--- src/rtl/ilas_gen.sv ---
module ilas_gen #(
  parameter int F = 2,
  parameter int K = 16
) (
  input  logic         clk,
  input  logic         rst_n,
  input  logic         sync_n,
  input  logic [111:0] cfg_octets,
  input  logic [31:0]  user_data,
  output logic [31:0]  tx_data,
  output logic [3:0]   tx_kflag,
  output logic         ilas_done
);
  localparam int MF_OCT = F * K;
  localparam int WPM    = MF_OCT / 4;
  localparam int WW     = $clog2(WPM);
  localparam int OW     = WW + 2;

  if (MF_OCT % 4 != 0 || MF_OCT < 20) begin : g_bad_len
    $error("multiframe length must be a multiple of 4 and at least 20");
  end

  typedef enum logic [1:0] {S_SYNC, S_ILAS, S_DATA} st_t;

  st_t           st;
  logic [WW-1:0] wcnt;
  logic [1:0]    mf;
  logic          last;
  logic [7:0]    cfg_arr [16];

  assign last = (wcnt == WW'(WPM - 1));

  for (genvar n = 0; n < 16; n++) begin : g_cfg
    if (n < 14) begin : g_on
      assign cfg_arr[n] = cfg_octets[8*n +: 8];
    end else begin : g_pad
      assign cfg_arr[n] = 8'h00;
    end
  end

  always_ff @(posedge clk) begin
    if (!rst_n) begin
      st        <= S_SYNC;
      wcnt      <= '0;
      mf        <= '0;
      ilas_done <= 1'b0;
    end else begin
      wcnt      <= last ? '0 : wcnt + 1'b1;
      ilas_done <= (st == S_ILAS) && sync_n && last && (mf == 2'd3);
      case (st)
        S_SYNC: if (sync_n && last) begin
          st <= S_ILAS;
          mf <= '0;
        end
        S_ILAS: begin
          if (!sync_n) st <= S_SYNC;
          else if (last) begin
            if (mf == 2'd3) st <= S_DATA;
            else mf <= mf + 1'b1;
          end
        end
        default: if (!sync_n) st <= S_SYNC;
      endcase
    end
  end

  for (genvar j = 0; j < 4; j++) begin : g_oct
    logic [OW-1:0] pos;
    logic [3:0]    cidx;
    assign pos  = {wcnt, 2'(j)};
    assign cidx = 4'(pos - OW'(2));

    always_comb begin
      tx_data[8*j +: 8] = 8'(pos);
      tx_kflag[j]       = 1'b0;
      if (st == S_SYNC) begin
        tx_data[8*j +: 8] = 8'hBC;
        tx_kflag[j]       = 1'b1;
      end else if (st == S_DATA) begin
        tx_data[8*j +: 8] = user_data[8*j +: 8];
      end else if (pos == '0) begin
        tx_data[8*j +: 8] = 8'h1C;
        tx_kflag[j]       = 1'b1;
      end else if (pos == OW'(MF_OCT - 1)) begin
        tx_data[8*j +: 8] = 8'h7C;
        tx_kflag[j]       = 1'b1;
      end else if (mf == 2'd1 && pos == OW'(1)) begin
        tx_data[8*j +: 8] = 8'h9C;
        tx_kflag[j]       = 1'b1;
      end else if (mf == 2'd1 && pos <= OW'(15)) begin
        tx_data[8*j +: 8] = cfg_arr[cidx];
      end
    end
  end
endmodule


--- config.mk ---
export PLATFORM = sky130hd
export DESIGN_NAME = ilas_gen
export DESIGN_NICKNAME = d
export VERILOG_FILES = /design/src/rtl/ilas_gen.sv
export SDC_FILE = /design/constraint.sdc
export NUM_CORES = 1
export LEC_CHECK = 0
export BUFFER_PORTS_ARGS = -buffer_cell sky130_fd_sc_hd__buf_2
export CAP_MARGIN = 20
export CELL_PAD_IN_SITES_DETAIL_PLACEMENT = 1
export CELL_PAD_IN_SITES_GLOBAL_PLACEMENT = 1
export CORE_MARGIN = 2
export CORE_UTILIZATION = 23
export CTS_BUF_LIST = sky130_fd_sc_hd__clkbuf_4
export CTS_CLUSTER_DIAMETER = 50
export CTS_CLUSTER_SIZE = 30
export DETAILED_ROUTE_END_ITERATION = 12
export MAX_ROUTING_LAYER = met4
export PLACE_DENSITY_LB_ADDON = 0.1
export SLEW_MARGIN = 10
export SYNTH_ARGS = -nofsm -noshare
export SYNTH_HDL_FRONTEND = slang
export SYNTH_SLANG_ARGS = --single-unit
--- constraint.sdc ---
create_clock -name clk -period 2.55 [get_ports clk]
set_clock_uncertainty 0.05 [all_clocks]
set_input_delay 0.255 -clock clk [delete_from_list [all_inputs] [get_ports clk]]
set_output_delay 0.255 -clock clk [all_outputs]
set_load 0.01 [all_outputs]
# Yosys cells after proc, flatten, opt, wreduce, memory -nomap -nowiden
# Cells that the tools add are included.
# W data, S select, Z words.
totals:
  output_inout_bits: 37
  word_cells: 109
  in_bits: 147
  regBits: 8
classes:
  addsub: 6
  eq_ne: 12
  bitwise_logic: 5
  magnitude_cmp: 8
  n_reduce_logical: 19
  mux: 55
ops:
  columns: ["operator", "n"]
  rows:
  - ["$mux W8", 26]
  - ["$bmux W8 S4", 4]
  - ["$ge A5 B5 Y1 const B", 4]
  - ["$le A5 B4 Y1 const B", 4]
  - ["$logic_not A5 Y1", 4]
  - ["$not A4 Y5", 4]
  - ["$mux W2", 9]
  - ["$sub A4 B2 Y4 const B", 4]
  - ["$mux W1", 14]
  - ["$logic_and A1 B1 Y1", 9]
  - ["$pmux W2 S2", 2]
  - ["$ne A2 B2 Y1 const B", 3]
  - ["$ne A3 B2 Y1 const B", 2]
  - ["$reduce_and A5 Y1", 1]
  - ["$eq A2 B1 Y1 const B", 2]
  - ["$eq A2 B2 Y1 const B", 2]
  - ["$reduce_and A4 Y1", 1]
  - ["$add A3 B1 Y3 const B", 1]
  - ["$eq A3 B3 Y1 const B", 1]
  - ["$logic_not A3 Y1", 1]
  - ["$ne A3 B1 Y1 const B", 1]
  - ["$add A2 B1 Y2 const B", 1]
  - ["$logic_not A2 Y1", 1]
  - ["$ne A2 B1 Y1 const B", 1]
  - ["other kinds (3)", 3]

# Logic depth before layout (Yosys ltp)
depth:
  word_depth: 10
  depth_mapped: 9

# Worst setup path after synthesis
# No wires, ideal clock.
synth_path:
  kind: "reg2out"
  startpoint: "register wcnt[1]"
  endpoint: "output tx_data[15]"
  t_arrival_ns: 2.007
  stages_incl_launch_ff: 10
  t_required_ns: 2.245
  path_buffers: 4
  slack_ns: 0.238
  path_cell_list: "dfxtp_1 buf_2 buf_2 inv_1 ha_1 buf_2 and2b_1 buf_2 a221oi_1 o22ai_1"
synth_between:
  elab_chain_cells: 10
  elab_cells_between_ends: 15
  classes_between: "1 x add/sub; 1 x order compare; 8 x mux; 1 x bitwise; 4 x reduce/logical"
synth_rtl:
  columns: ["element", "line", "source"]
  rows:
  - ["start, declared", "26", "logic [WW-1:0] wcnt;"]
  - ["start signal, assigned", "48", "wcnt <= last ? '0 : wcnt + 1'b1;"]
  - ["$sub A4 B2 Y4", "71", "assign cidx = 4'(pos - OW'(2));"]
  - ["$not A4 Y5 (not written as such)", "91", "tx_data[8*j +: 8] = cfg_arr[cidx];"]
  - ["$bmux W8 S4", "91", null]
  - ["$mux W8 (not written as such) (2 in a row)", "91", null]
  - ["$mux W8", "90", "end else if (mf == 2'd1 && pos <= OW'(15)) begin"]
  - ["$mux W8", "87", "end else if (mf == 2'd1 && pos == OW'(1)) begin"]
  - ["$mux W8 (*)", "81", "end else if (pos == '0) begin"]
  - ["$mux W8 (*)", "79", "end else if (st == S_DATA) begin"]
  - ["$mux W8 (*)", "76", "if (st == S_SYNC) begin"]
  - ["end, declared", "10", "output logic [31:0] tx_data,"]
# Every way passes the cells marked *; elsewhere a longest branch is shown, timed or not. The select of a mux whose other input is x is not followed.

# Worst setup path after layout
layout_path:
  startpoint: "register wcnt[1]"
  endpoint: "output tx_data[3]"
layout_between:
  elab_chain_cells: 9
  elab_cells_between_ends: 12
  classes_between: "1 x add/sub; 1 x order compare; 7 x mux; 1 x bitwise; 2 x reduce/logical"
layout_rtl:
  columns: ["element", "line"]
  rows:
  - ["$sub A4 B2 Y4", "71"]
  - ["$not A4 Y5 (not written as such)", "91"]
  - ["$bmux W8 S4", "91"]
  - ["$mux W8 (not written as such) (2 in a row)", "91"]
  - ["$mux W8", "90"]
  - ["$mux W8 (*)", "81"]
  - ["$mux W8 (*)", "79"]
  - ["$mux W8 (*)", "76"]
# Marks and branches as above.

==> impl_results.md <==
- Hold violation total from the final report: 0
- Core area: 0.00765 sq mm
- Most used DFF post-synth: dfxtp_1
- Hold depth: 3
- EDFF count, synth: 0
- CP Max Fanout: 6
- Status: finished clean
- ANT cells: 0
- Syn Nets: 377
- NetSw: 0.210 mW
- Antenna viol nets, final: 0
- Final setup margin: 0.188 ns
- Most frequent cells in the layout: 183 x buf_2, 19 x nor2_1, 18 x nand2_1, 17 x mux2_2, 15 x buf_4
- Rows: 32
- Worst endpoint data arrival time: 2.06 ns
- Syn_area_per_cell: 7.98 sq um
- CTS tree: built
- Most common cell after layout, fill and taps aside: buf_2
- Worst-margin pin slew: 0.579 ns
- WL per Instance: 16.8 microns
- Number of global-route vias before repair: 2,646
- Ys Warns: 0
- Leak: 1.33 nW
- #FFs+latches synth: 8
- Drt total wl: 8480 microns
- Max rail drop VDD: 126 uV
- Post-synth ARST share: 0%
- GRT Total Usage: 20.1%
- Num CTS Buffers: 3
- # DRC: 0
- H-tree lvl count: 1
- Synthesized area: approximately 0.0018 sq mm
- Clock sinks: 8
- Sequential element share of the synthesized area: 8.96%
- Maxcap violations: 0
- Final Max Tran Viols: 0
- Clk buf depth: 2
- DP Wirelength: 7130 microns
- Post-CTS setup buffer count: 0
- Vias per Instance: 4.95
- Metal-1 WL: 3650 microns
- Max layer used: met4
- Root Driver: clkbuf_4
- Worst reg-to-reg path cell count: 3
- Worst flop-to-flop path endpoint: mf[1]
- Final setup vio count: 0
- Pint: 0.405 mW
- Initial Util: a little under a quarter
- Initial antenna violation count: 0
- Combinational share of power: 61.7%
- Met2 wire length: 4370 microns
- Metal3 WL: 423 microns
- Pin count of the biggest net entering global routing: 17
- Nets@finish: 558
- Die extent in x: roughly 92 microns
- Synth-to-layout area growth: 60.0%
- Via Count: 2,502
- Number of hold buffers added after CTS: 0
- Period utilization: 92.6%
- Hold EP: mf[1]
- Setup slack, reg-to-reg: 0.76 ns
- Initial DRC count: 63
- Die extent in y: 92.2 microns
- GRT Residual Overflow: 0
- Critical path's top delay family: buffers and inverters
- # IOs: 184
- Synth unique cells: 50
- Global-route wire length before repair: 13,500 microns
- Buffers added on ports: 183
- DP Worst Slack: 0.308 ns
- Clock Latency Late Sink: 0.26 ns
- Hold_sp: rst_n
- Clock Pin Slew Worst Setup and Hold Paths: 0.06 ns
- Reg2reg start: st[0]
- Sum Neg Setup Slack: 0 ns
- Rel. slew slack: 61.4%
- Syn Inst Count: 224
- CP cell instances: inv_1 -> ha_4 -> buf_4 -> mux2_2 -> a221oi_1 -> a211oi_1 -> buf_2
- GPL Wtd Cong: 0.763
- Power per cell area: 215 mW/mm^2
- Die ar.: roughly 0.0085 sq mm
- Crit Path Class: flop to output port
- Share of power burned in registers: 21.8%
- Post-CTS resize count: 0
- Crit path buffers/inverters: 3
- Crit. End Element: output port
- Critical path required time: 2.25 ns
- Min Tclk post-route: ~2.4 ns
- First drt pass iteration count: 4
- CP Launch Type: flop
- Critical Path Max Stage Delay: around 0.36 ns
- Hold Path Class: input port to flop
- Share of layout cells above drive strength 1: 57.1%
- Clock Power Share: around 16%
- Slowest stage cell, crit path: dfxtp_1
- Switching share of power: 34.1%
- Fmax: 0.423 GHz
- Unrepaired setup endpoints after global routing: false
-- metrics by stage --
stage / total power [mW] / utilization, % / std cells / instance area (sq um) / hold WS (ns)
after floorplan: 0.351 / - / 224 / 1790 / 0.337
after global placement: 0.508 / 36.8 / 502 / 2820 / 0.435
after detailed placement: 0.513 / 36.8 / 502 / 2820 / 0.445
after CTS: 0.616 / 37.1 / 505 / 2840 / 0.223
after global routing: 0.670 / 37.4 / 505 / 2860 / 0.243
final: 0.614 / 37.4 / 505 / 2860 / 0.231
-- cell type report --
type	instances	area, sq um
inverter	10	37.5
multi-input combinational	184	1480
clock buffer	3	22.5
fill	986	4790
sequential	8	161
tap	102	128
timing repair buffer	198	1030
-- state kept, by name, summed over array words and instances, names as in the netlist --
| signal | flops |
|---|---|
| ilas_done | 1 |
| mf | 2 |
| st | 2 |
| wcnt | 3 |
-- cells in the mapped netlist (2+ instances only) --
cell type | number | area share [%]
a2111oi_0 | 2 | 0.98
a211oi_1 | 5 | 2.1
a21o_1 | 2 | 0.84
a21oi_1 | 14 | 3.9
a221oi_1 | 3 | 1.5
a22oi_1 | 9 | 3.8
a311oi_1 | 2 | 0.98
a31oi_1 | 6 | 2.1
a32o_1 | 3 | 1.7
buf_2 | 7 | 2.0
buf_4 | 3 | 1.3
clkbuf_1 | 8 | 1.7
dfxtp_1 | 8 | 9.0
ha_1 | 6 | 4.2
inv_1 | 10 | 2.1
mux2_2 | 17 | 11
mux2i_1 | 7 | 3.9
mux4_1 | 4 | 5.9
mux4_2 | 7 | 8.8
nand2_1 | 18 | 3.8
nand2b_1 | 7 | 2.4
nor2_1 | 19 | 4.0
nor2b_1 | 11 | 3.8
o211ai_1 | 3 | 1.3
o21ai_0 | 12 | 3.4
o22ai_1 | 5 | 1.7
o32ai_1 | 2 | 0.98
or3_1 | 2 | 0.70
-- worst max-delay path by stage --
| stage | start | to | slack, ns | cells after the start |
|---|---|---|---|---|
| 6_report | wcnt[1] | tx_data[3] | 0.19 | 7 |
| 5_1_grt | wcnt[0] | tx_data[26] | 0.02 | 6 |
| 4_1_cts | wcnt[1] | tx_data[3] | 0.02 | 6 |
| 3_5_place_dp | wcnt[1] | tx_data[3] | 0.31 | 6 |
| 3_3_place_gp | wcnt[1] | tx_data[3] | 0.36 | 6 |
| 2_1_floorplan | wcnt[1] | tx_data[15] | 0.24 | 9 |
-- metal layers --
layer | track usage [%] | vias to the layer above
met3 | 2.79 | 4
li1 | - | 1222
met4 | 1.62 | 0
met2 | 36.3 | 84
met1 | 24.9 | 1192
met5 | - | -
-- worst reg2reg max path: stages (launching register included) --
cell     delay [ns]
dfxtp_1        0.57
inv_1          0.36
or4_1          0.59
a21oi_1        0.15
-- cells by family (layout without fill, tap and decap cells) --
| logic type | after synthesis | count (layout) | synth area share [%] |
|---|---|---|---|
| and+or+nand+nor | 66 | 66 | 18.5 |
| buffers and inverters | 32 | 211 | 9.24 |
| muxes | 35 | 35 | 29.3 |
| adders and majority gates | 6 | 6 | 4.20 |
| DFF | 8 | 8 | 8.96 |
| AOI/OAI and AO/OA | 77 | 77 | 29.8 |
-- power groups by stage --
| stage | clock [mW] | sequential, mW | combinational, mW |
|---|---|---|---|
| final | 0.101 | 0.134 | 0.379 |
| after global routing | 0.116 | 0.135 | 0.418 |
| after CTS | 0.104 | 0.134 | 0.377 |
| after detailed placement | 0 | 0.137 | 0.376 |
| after global placement | 0 | 0.137 | 0.371 |
| after floorplan | 0 | 0.134 | 0.217 |
Note: power is estimated with default switching activity, not from simulation.
